[config.mk]
export PLATFORM = sky130hd
export DESIGN_NAME = gpsca_gen
export DESIGN_NICKNAME = d
export VERILOG_FILES = /design/src/rtl/gpsca_pkg.sv /design/src/rtl/gpsca_ctrl.sv /design/src/rtl/gpsca_dp.sv /design/src/rtl/gpsca_gen.sv
export SDC_FILE = /design/constraint.sdc
export NUM_CORES = 1
export LEC_CHECK = 0
export ABC_AREA = 1
export BUFFER_PORTS_ARGS = -buffer_cell sky130_fd_sc_hd__buf_4
export CORE_ASPECT_RATIO = 0.75
export CORE_UTILIZATION = 35
export CTS_CLUSTER_SIZE = 25
export DETAILED_ROUTE_END_ITERATION = 6
export GPL_TIMING_DRIVEN = 0
export PLACE_DENSITY_LB_ADDON = 0.3
export SLEW_MARGIN = 20
export SYNTH_ARGS = -nofsm -noshare
export SYNTH_HDL_FRONTEND = slang
export SYNTH_HIERARCHICAL = 1
export SYNTH_SLANG_ARGS = --single-unit
[constraint.sdc]
create_clock -name clk -period 4.22 [get_ports clk]
set_input_delay 0.422 -clock clk [delete_from_list [all_inputs] [get_ports clk]]
set_output_delay 0.422 -clock clk [all_outputs]
set_load 0.005 [all_outputs]
[src/rtl/gpsca_pkg.sv]
package gpsca_pkg;

  localparam int SV_W = 5;

  typedef struct packed {
    logic advance;  // step registers to the next chip
    logic reload;   // end of period: restart from all ones
  } gpscaStrobe_t;

  typedef struct packed {
    logic [3:0] tapA;
    logic [3:0] tapB;
  } gpscaTaps_t;

  // Stage pair (1-based) on the second register for each satellite
  function automatic gpscaTaps_t svTaps(input logic [SV_W-1:0] sv);
    gpscaTaps_t t;
    case (sv)
      5'd0:  t = '{4'd2, 4'd6};
      5'd1:  t = '{4'd3, 4'd7};
      5'd2:  t = '{4'd4, 4'd8};
      5'd3:  t = '{4'd5, 4'd9};
      5'd4:  t = '{4'd1, 4'd9};
      5'd5:  t = '{4'd2, 4'd10};
      5'd6:  t = '{4'd1, 4'd8};
      5'd7:  t = '{4'd2, 4'd9};
      5'd8:  t = '{4'd3, 4'd10};
      5'd9:  t = '{4'd2, 4'd3};
      5'd10: t = '{4'd3, 4'd4};
      5'd11: t = '{4'd5, 4'd6};
      5'd12: t = '{4'd6, 4'd7};
      5'd13: t = '{4'd7, 4'd8};
      5'd14: t = '{4'd8, 4'd9};
      5'd15: t = '{4'd9, 4'd10};
      5'd16: t = '{4'd1, 4'd4};
      5'd17: t = '{4'd2, 4'd5};
      5'd18: t = '{4'd3, 4'd6};
      5'd19: t = '{4'd4, 4'd7};
      5'd20: t = '{4'd5, 4'd8};
      5'd21: t = '{4'd6, 4'd9};
      5'd22: t = '{4'd1, 4'd3};
      5'd23: t = '{4'd4, 4'd6};
      5'd24: t = '{4'd5, 4'd7};
      5'd25: t = '{4'd6, 4'd8};
      5'd26: t = '{4'd7, 4'd9};
      5'd27: t = '{4'd8, 4'd10};
      5'd28: t = '{4'd1, 4'd6};
      5'd29: t = '{4'd2, 4'd7};
      5'd30: t = '{4'd3, 4'd8};
      default: t = '{4'd4, 4'd9};
    endcase
    return t;
  endfunction

endpackage

[src/rtl/gpsca_ctrl.sv]
module gpsca_ctrl
  import gpsca_pkg::*;
#(
  parameter int DIV_RATIO = 10,
  parameter int CODE_LEN  = 1023
) (
  input  logic         clk,
  input  logic         rst,
  output gpscaStrobe_t stb
);
  localparam int DIV_W = $clog2(DIV_RATIO);
  localparam int IDX_W = $clog2(CODE_LEN);
  localparam logic [DIV_W-1:0] DIV_LAST = DIV_W'(DIV_RATIO - 1);
  localparam logic [IDX_W-1:0] IDX_LAST = IDX_W'(CODE_LEN - 1);

  logic [DIV_W-1:0] divCnt;
  logic [IDX_W-1:0] chipIdx;
  logic advance;
  logic reload;

  assign advance = (divCnt == DIV_LAST);
  assign reload  = advance && (chipIdx == IDX_LAST);

  always_ff @(posedge clk) begin
    if (rst) begin
      divCnt  <= '0;
      chipIdx <= '0;
    end else begin
      if (advance) divCnt <= '0;
      else         divCnt <= divCnt + 1'b1;
      if (reload)       chipIdx <= '0;
      else if (advance) chipIdx <= chipIdx + 1'b1;
    end
  end

  assign stb.advance = advance;
  assign stb.reload  = reload;
endmodule

[src/rtl/gpsca_dp.sv]
module gpsca_dp
  import gpsca_pkg::*;
#(
  parameter int REG_LEN = 10
) (
  input  logic            clk,
  input  logic            rst,
  input  gpscaStrobe_t    stb,
  input  logic [SV_W-1:0] svSel,
  output logic            codeChip
);
  localparam logic [REG_LEN-1:0] ONES  = '1;
  // bit i holds stage i+1; feedback masks select the tapped stages
  localparam logic [REG_LEN-1:0] G1_FB = REG_LEN'(10'b10_0000_0100);
  localparam logic [REG_LEN-1:0] G2_FB = REG_LEN'(10'b11_1010_0110);

  logic [REG_LEN-1:0] g1;
  logic [REG_LEN-1:0] g2;
  gpscaTaps_t         taps;
  logic [3:0]         idxA;
  logic [3:0]         idxB;

  always_ff @(posedge clk) begin
    if (rst || stb.reload) begin
      g1   <= ONES;
      g2   <= ONES;
      taps <= svTaps(svSel);
    end else if (stb.advance) begin
      g1 <= {g1[REG_LEN-2:0], ^(g1 & G1_FB)};
      g2 <= {g2[REG_LEN-2:0], ^(g2 & G2_FB)};
    end
  end

  assign idxA     = taps.tapA - 4'd1;
  assign idxB     = taps.tapB - 4'd1;
  assign codeChip = g1[REG_LEN-1] ^ g2[idxA] ^ g2[idxB];
endmodule

[src/rtl/gpsca_gen.sv]
module gpsca_gen
  import gpsca_pkg::*;
#(
  parameter int DIV_RATIO = 10,
  parameter int CODE_LEN  = 1023,
  parameter int REG_LEN   = 10
) (
  input  logic       clk,
  input  logic       rst,
  input  logic [4:0] svSel,
  output logic       codeChip,
  output logic       chipStb,
  output logic       epochPulse
);
  gpscaStrobe_t stb;

  gpsca_ctrl #(.DIV_RATIO(DIV_RATIO), .CODE_LEN(CODE_LEN)) ctrl_i (
    .clk(clk), .rst(rst), .stb(stb)
  );

  gpsca_dp #(.REG_LEN(REG_LEN)) dp_i (
    .clk(clk), .rst(rst), .stb(stb), .svSel(svSel), .codeChip(codeChip)
  );

  assign chipStb    = stb.advance;
  assign epochPulse = stb.reload;
endmodule

==> Word-level counts from Yosys, hierarchy flattened <==
Memory sizes are Yosys's and may differ from the RTL's. A register that Yosys moved wholly into a read port is not among the register bits.
Index checks and enable logic that the tools add are counted.
{ "op_classes": {"order_cmp": 2, "n_shift": 0, "eq_ne": 2, "mul": 0, "div": 0, "n_mux": 4, "bitwise_logic": 2, "addsub": 4, "reduce_logical": 6} }
{ "ops": {"columns": ["operator", "count"], "rows": [
  ["$reduce_xor A10 Y1", 2],
  ["$add A10 B1 Y10 const B", 1],
  ["$eq A10 B10 Y1 const B", 1],
  ["$lt A4 B5 Y1 const B", 2],
  ["$bmux W1 S4", 2],
  ["$sub A4 B1 Y4 const B", 2],
  ["$add A4 B1 Y4 const B", 1],
  ["$eq A4 B4 Y1 const B", 1],
  ["$reduce_or A2 Y1", 2],
  ["$mux W1", 2],
  ["$xor A1 B1 Y1", 2],
  ["$logic_and A1 B1 Y1", 1],
  ["$logic_or A1 B1 Y1", 1]
]} }
{ "totals": {"output_inout_bits": 3, "latchBits": 0, "mem_count": 1, "ramBits": 0, "register_bits": 34, "romBits": 256, "in_bits": 7, "elab_cells": 25} }
{ "memory_table": {"columns": ["name", "depth", "word_bits", "read_ports", "rd_clocked_by_memory_dff", "write_ports", "line_no", "source"], "rows": [
  ["(no name shown)", 32, 8, 1, 1, 0, "gpsca_pkg.sv:18", "case (sv)"]
]} }

==> Longest topological paths before layout <==
{ "logic_depth": {"ltp_word": 5, "mapped_depth": 13, "ltp_nobuf": 13} }

==> Modules after synthesis <==
The synthesis kept the hierarchy.
{ "modules_own_cells": {"columns": ["mod", "cells_each", "n_inst", "seq_area_each_um2", "area_each_um2"], "rows": [
  ["gpsca_dp", 247, 1, 640.6, 1759.2],
  ["gpsca_ctrl", 110, 1, 280.3, 788.3]
]} }

==> Worst setup path after synthesis <==
No wires, ideal clock.
{ "synth_path": {"kind": "register to output", "from": "register dp_i/taps[4] (netlist name)", "to": "output codeChip", "arrival_ns": 1.376, "n_path_buf": 0, "required_ns": 3.798, "path_slack_ns": 2.422, "path_stages_with_launch": 12, "cell_sequence": "edfxtp_1 > inv_2 > ha_1 > inv_1 > nand3_1 > nand3_2 > nand3_2 > nand2_1 > nand2_1 > nand2_1 > nand2_1 > nand2_1"} }
{ "synth_via": {"elab_chain_len": 5} }
{ "synth_lines": {"columns": ["element", "line_no", "source"], "rows": [
  ["$sub A4 B1 Y4", "gpsca_dp.sv:34", "assign idxA = taps.tapA - 4'd1;"],
  ["$bmux W1 S4", "gpsca_dp.sv:36", "assign codeChip = g1[REG_LEN-1] ^ g2[idxA] ^ g2[idxB];"],
  ["$mux W1 (not written as such)", "gpsca_dp.sv:36", null],
  ["$xor A1 B1 Y1 (2 in series)", "gpsca_dp.sv:36", null],
  ["to (decl)", "gpsca_gen.sv:11", "output logic codeChip,"]
]} }
No other way between the ends. The select of a mux whose other input is x is not followed.

==> Final worst setup path <==
{ "layout_path": {"from": "register dp_i/taps[4] (netlist name)", "to": "output codeChip"} }
{ "layout_via": {"elab_chain_len": 5} }
{ "layout_lines": {"columns": ["element", "line_no"], "rows": [
  ["$sub A4 B1 Y4", "gpsca_dp.sv:34"],
  ["$bmux W1 S4", "gpsca_dp.sv:36"],
  ["$mux W1 (not written as such)", "gpsca_dp.sv:36"],
  ["$xor A1 B1 Y1 (2 in series)", "gpsca_dp.sv:36"]
]} }
No other way between the ends. The select of a mux whose other input is x is not followed.

==> flow_summary.toml <==
[run_status]
status = "complete, no violations"

[clocking]
tritoncts = "built"
htree_levels = 2
path_clk_slew_ps = 80
cts_hold_buf = 0
cts.path.max_buffers = 2
numCtsBuffers = 5
cts_sinks = 42
cts_setup_buffers = 0
ctsResizeCount = 0
clock_latency_ps = 290
cts_root_buf = "clkbuf_8"

[global_route]
antenna_found_initial = 0
grt_pass1_vias = 1965
grt_first_pass_wirelength_um = 8900
grt_use_total_pct = 15.1
grt.overflow.total = 0
grt_max_degree = 13

[setup_path]
crit_type = "reg -> out"
cp.arrival_ps = 1960
crit_fanout = 7
cp-start-kind = "register"
worstPathRequired_ps = 3800
crit_path_end_kind = "primary output"

[floorplan]
initial_core_util_pct = 36.8
row_count = 26
core_um2 = 6930
ios = 10
die_w_um = 101
die-area_um2 = 7630
fp.dieH_um = 75.9

[sta]
hold_viol_final = 0
rsz0062_at_grt = "no"
fin_crit_ps = 2380
report.final.setup_viol = 0
finalSetupTns_ps = 0
slew_violations = 0
finalCritPeriodShare_pct = 56.4
relSlewSlack_pct = 67.4
timing.fmax_ghz = 0.420
worst_pin_slew_ps = 489
finalClockSkew_ps = 5.38

[yosys]
async_reset_ff_share_pct = 0
syn-num-nets = 379
yosysWarnings = 6
synth_edf_count = 8
syn_area_per_cell_um2 = 7.14
yosysSeqAreaShare_pct = 36.1
yosys.area.top_type = "dfxtp_1"
synth_top_flop_cell = "dfxtp_1"
synth_area_leaders = "dfxtp_1 27%, nand2_1 15%, edfxtp_1 9.4%"
ys_seq_elements = 42
yosysTopAreaCellShare_pct = 26.7
syn_area_um2 = 2550
synth_cell_types = 36
syn_inst = 357

[layout]
finalNonFillerCells = 472
antenna_cells = 0
layout-drive-gt1-share_pct = 10.2
area_growth_syn_to_layout_pct = 11.1
final_nets = 395
post-route-util_pct = 40.8
num-fill-cells = 735

[power_and_ir_drop]
p_total_uw = 845
p_per_area_nw_per_um2 = 299
p_switching_uw = 234
internal_power_uw = 611
pwr-share-seq_pct = 51.1
p_sw_share_pct = 27.7
peakVddDrop_uv = 134
leakagePower_nw = 1.29
clkPwrFrac_pct = 31.8
power_frac_comb_pct = 17.1

[hold_path]
hp-class = "in -> reg"

[job]
drv_cap = 0

[placed_design]
hpwl_um = 3800
portBuffers = 9
place_congestion = 0.850
place_inst = 464

[route]
avgRoutedWirePerCell_um = 10.9
totalWireLength_um = 5150
drt_iter0_drc = 86
route.detailed.drc = 0
via_per_inst = 4.76
ant_nets = 0
vias = 2248
dr.pass1.iters = 4
## sequential cells by signal, summed over array words and instances (netlist names)
name,count
ctrl_i/chipIdx,10
dp_i/taps,8
dp_i/g1,10
ctrl_i/divCnt,4
dp_i/g2,10
## routing by layer
layer | share of wire (%) | global-route usage [%] | vias to the layer above
met5 | 0 | 0 | -
met4 | 0.78 | 4.83 | 0
met3 | 6.1 | 3.58 | 2
met2 | 39 | 21.8 | 54
met1 | 54 | 22.1 | 999
li1 | - | - | 1193
## path summary, 6_finish.rpt
| path | from | endpoint | slack [ps] | cells after the start |
|---|---|---|---|---|
| max | dp_i/taps[4] | codeChip | 1840 | 12 |
| max reg2reg | ctrl_i/divCnt[1] | dp_i/g2[0] | 2120 | 11 |
| min reg2reg | dp_i/g1[7] | dp_i/g1[7] | 460 | 2 |
| min | rst | ctrl_i/chipIdx[9] | 430 | 4 |
## power by group through the flow
stage | clock [mW] | sequential, mW | combinational, mW
2_1_floorplan | 0 | 0.438 | 0.107
3_3_place_gp | 0 | 0.441 | 0.142
3_5_place_dp | 0 | 0.441 | 0.144
4_1_cts | 0.278 | 0.432 | 0.145
5_1_grt | 0.299 | 0.434 | 0.167
6_report | 0.268 | 0.432 | 0.145
## worst max-delay path: stages, from the launching register on
cell and delay [ps]:
edfxtp_1 490, inv_2 120, ha_1 360, inv_1 90, nand3_1 90, nand3_2 80, nand3_2 80, nand2_1 60
nand2_1 60, nand2_1 60, nand2_1 40, nand2_1 60, buf_4 100
## through the flow
| stage | worst slack (ps) | hold slack [ps] | instance area (µm²) |
|---|---|---|---|
| floorplan | 2420 | 429 | 2550 |
| global placement | 2140 | 439 | 2740 |
| detailed placement | 2090 | 443 | 2740 |
| CTS | 1800 | 415 | 2830 |
| global route | 1640 | 435 | 2830 |
| finish | 1840 | 426 | 2830 |
## cells by family after synthesis
kind of cell / share of synthesized area [%]
simple gates: 33.9
buf+inv: 8.20
flops: 36.1
compound gates: 11.3
xor+xnor: 3.09
fa+ha+maj: 7.37
## layout make-up
| class | count | area [µm²] | area share [%] |
|---|---|---|---|
| clock inverters | 1 | 5.00 | 0.177 |
| flip-flops and latches | 42 | 921 | 32.6 |
| well taps | 98 | 123 | 4.33 |
| multi-input cells | 262 | 1420 | 50.1 |
| clock buffers | 7 | 86.3 | 3.05 |
| inverters | 42 | 158 | 5.57 |
| plain buffers | 11 | 51.3 | 1.81 |
| repair buffers | 9 | 67.6 | 2.39 |
## synthesized netlist by cell type (2+ instances only)
cell,number
a21oi_1,12
buf_2,2
buf_4,2
clkbuf_1,7
dfxtp_1,34
edfxtp_1,8
ha_1,15
inv_1,40
inv_2,2
nand2_1,105
nand2_2,2
nand3_1,39
nand3_2,3
nand4_1,5
nor2_1,25
nor2_2,2
nor2_4,4
o211ai_1,4
o21a_1,2
o21ai_0,21
xnor2_1,6
xor2_1,3
## cell usage in the layout (no fill, tap or decap), drive strengths merged
master / count
nor2: 31
o211ai: 4
o31ai: 1
dfxtp: 34
nand4: 5
nand2: 108
a21oi: 13
nand3b: 1
nand3: 43
or2: 2
o22a: 1
a211oi: 1
xnor2: 6
inv: 42
buf: 13
clkinv: 1
o21ai: 23
edfxtp: 8
a31oi: 1
clkbuf: 14
o2111ai: 1
xor2: 3
o21a: 2
a32oi: 1
ha: 15
Note: power is estimated with default switching activity, not from simulation.
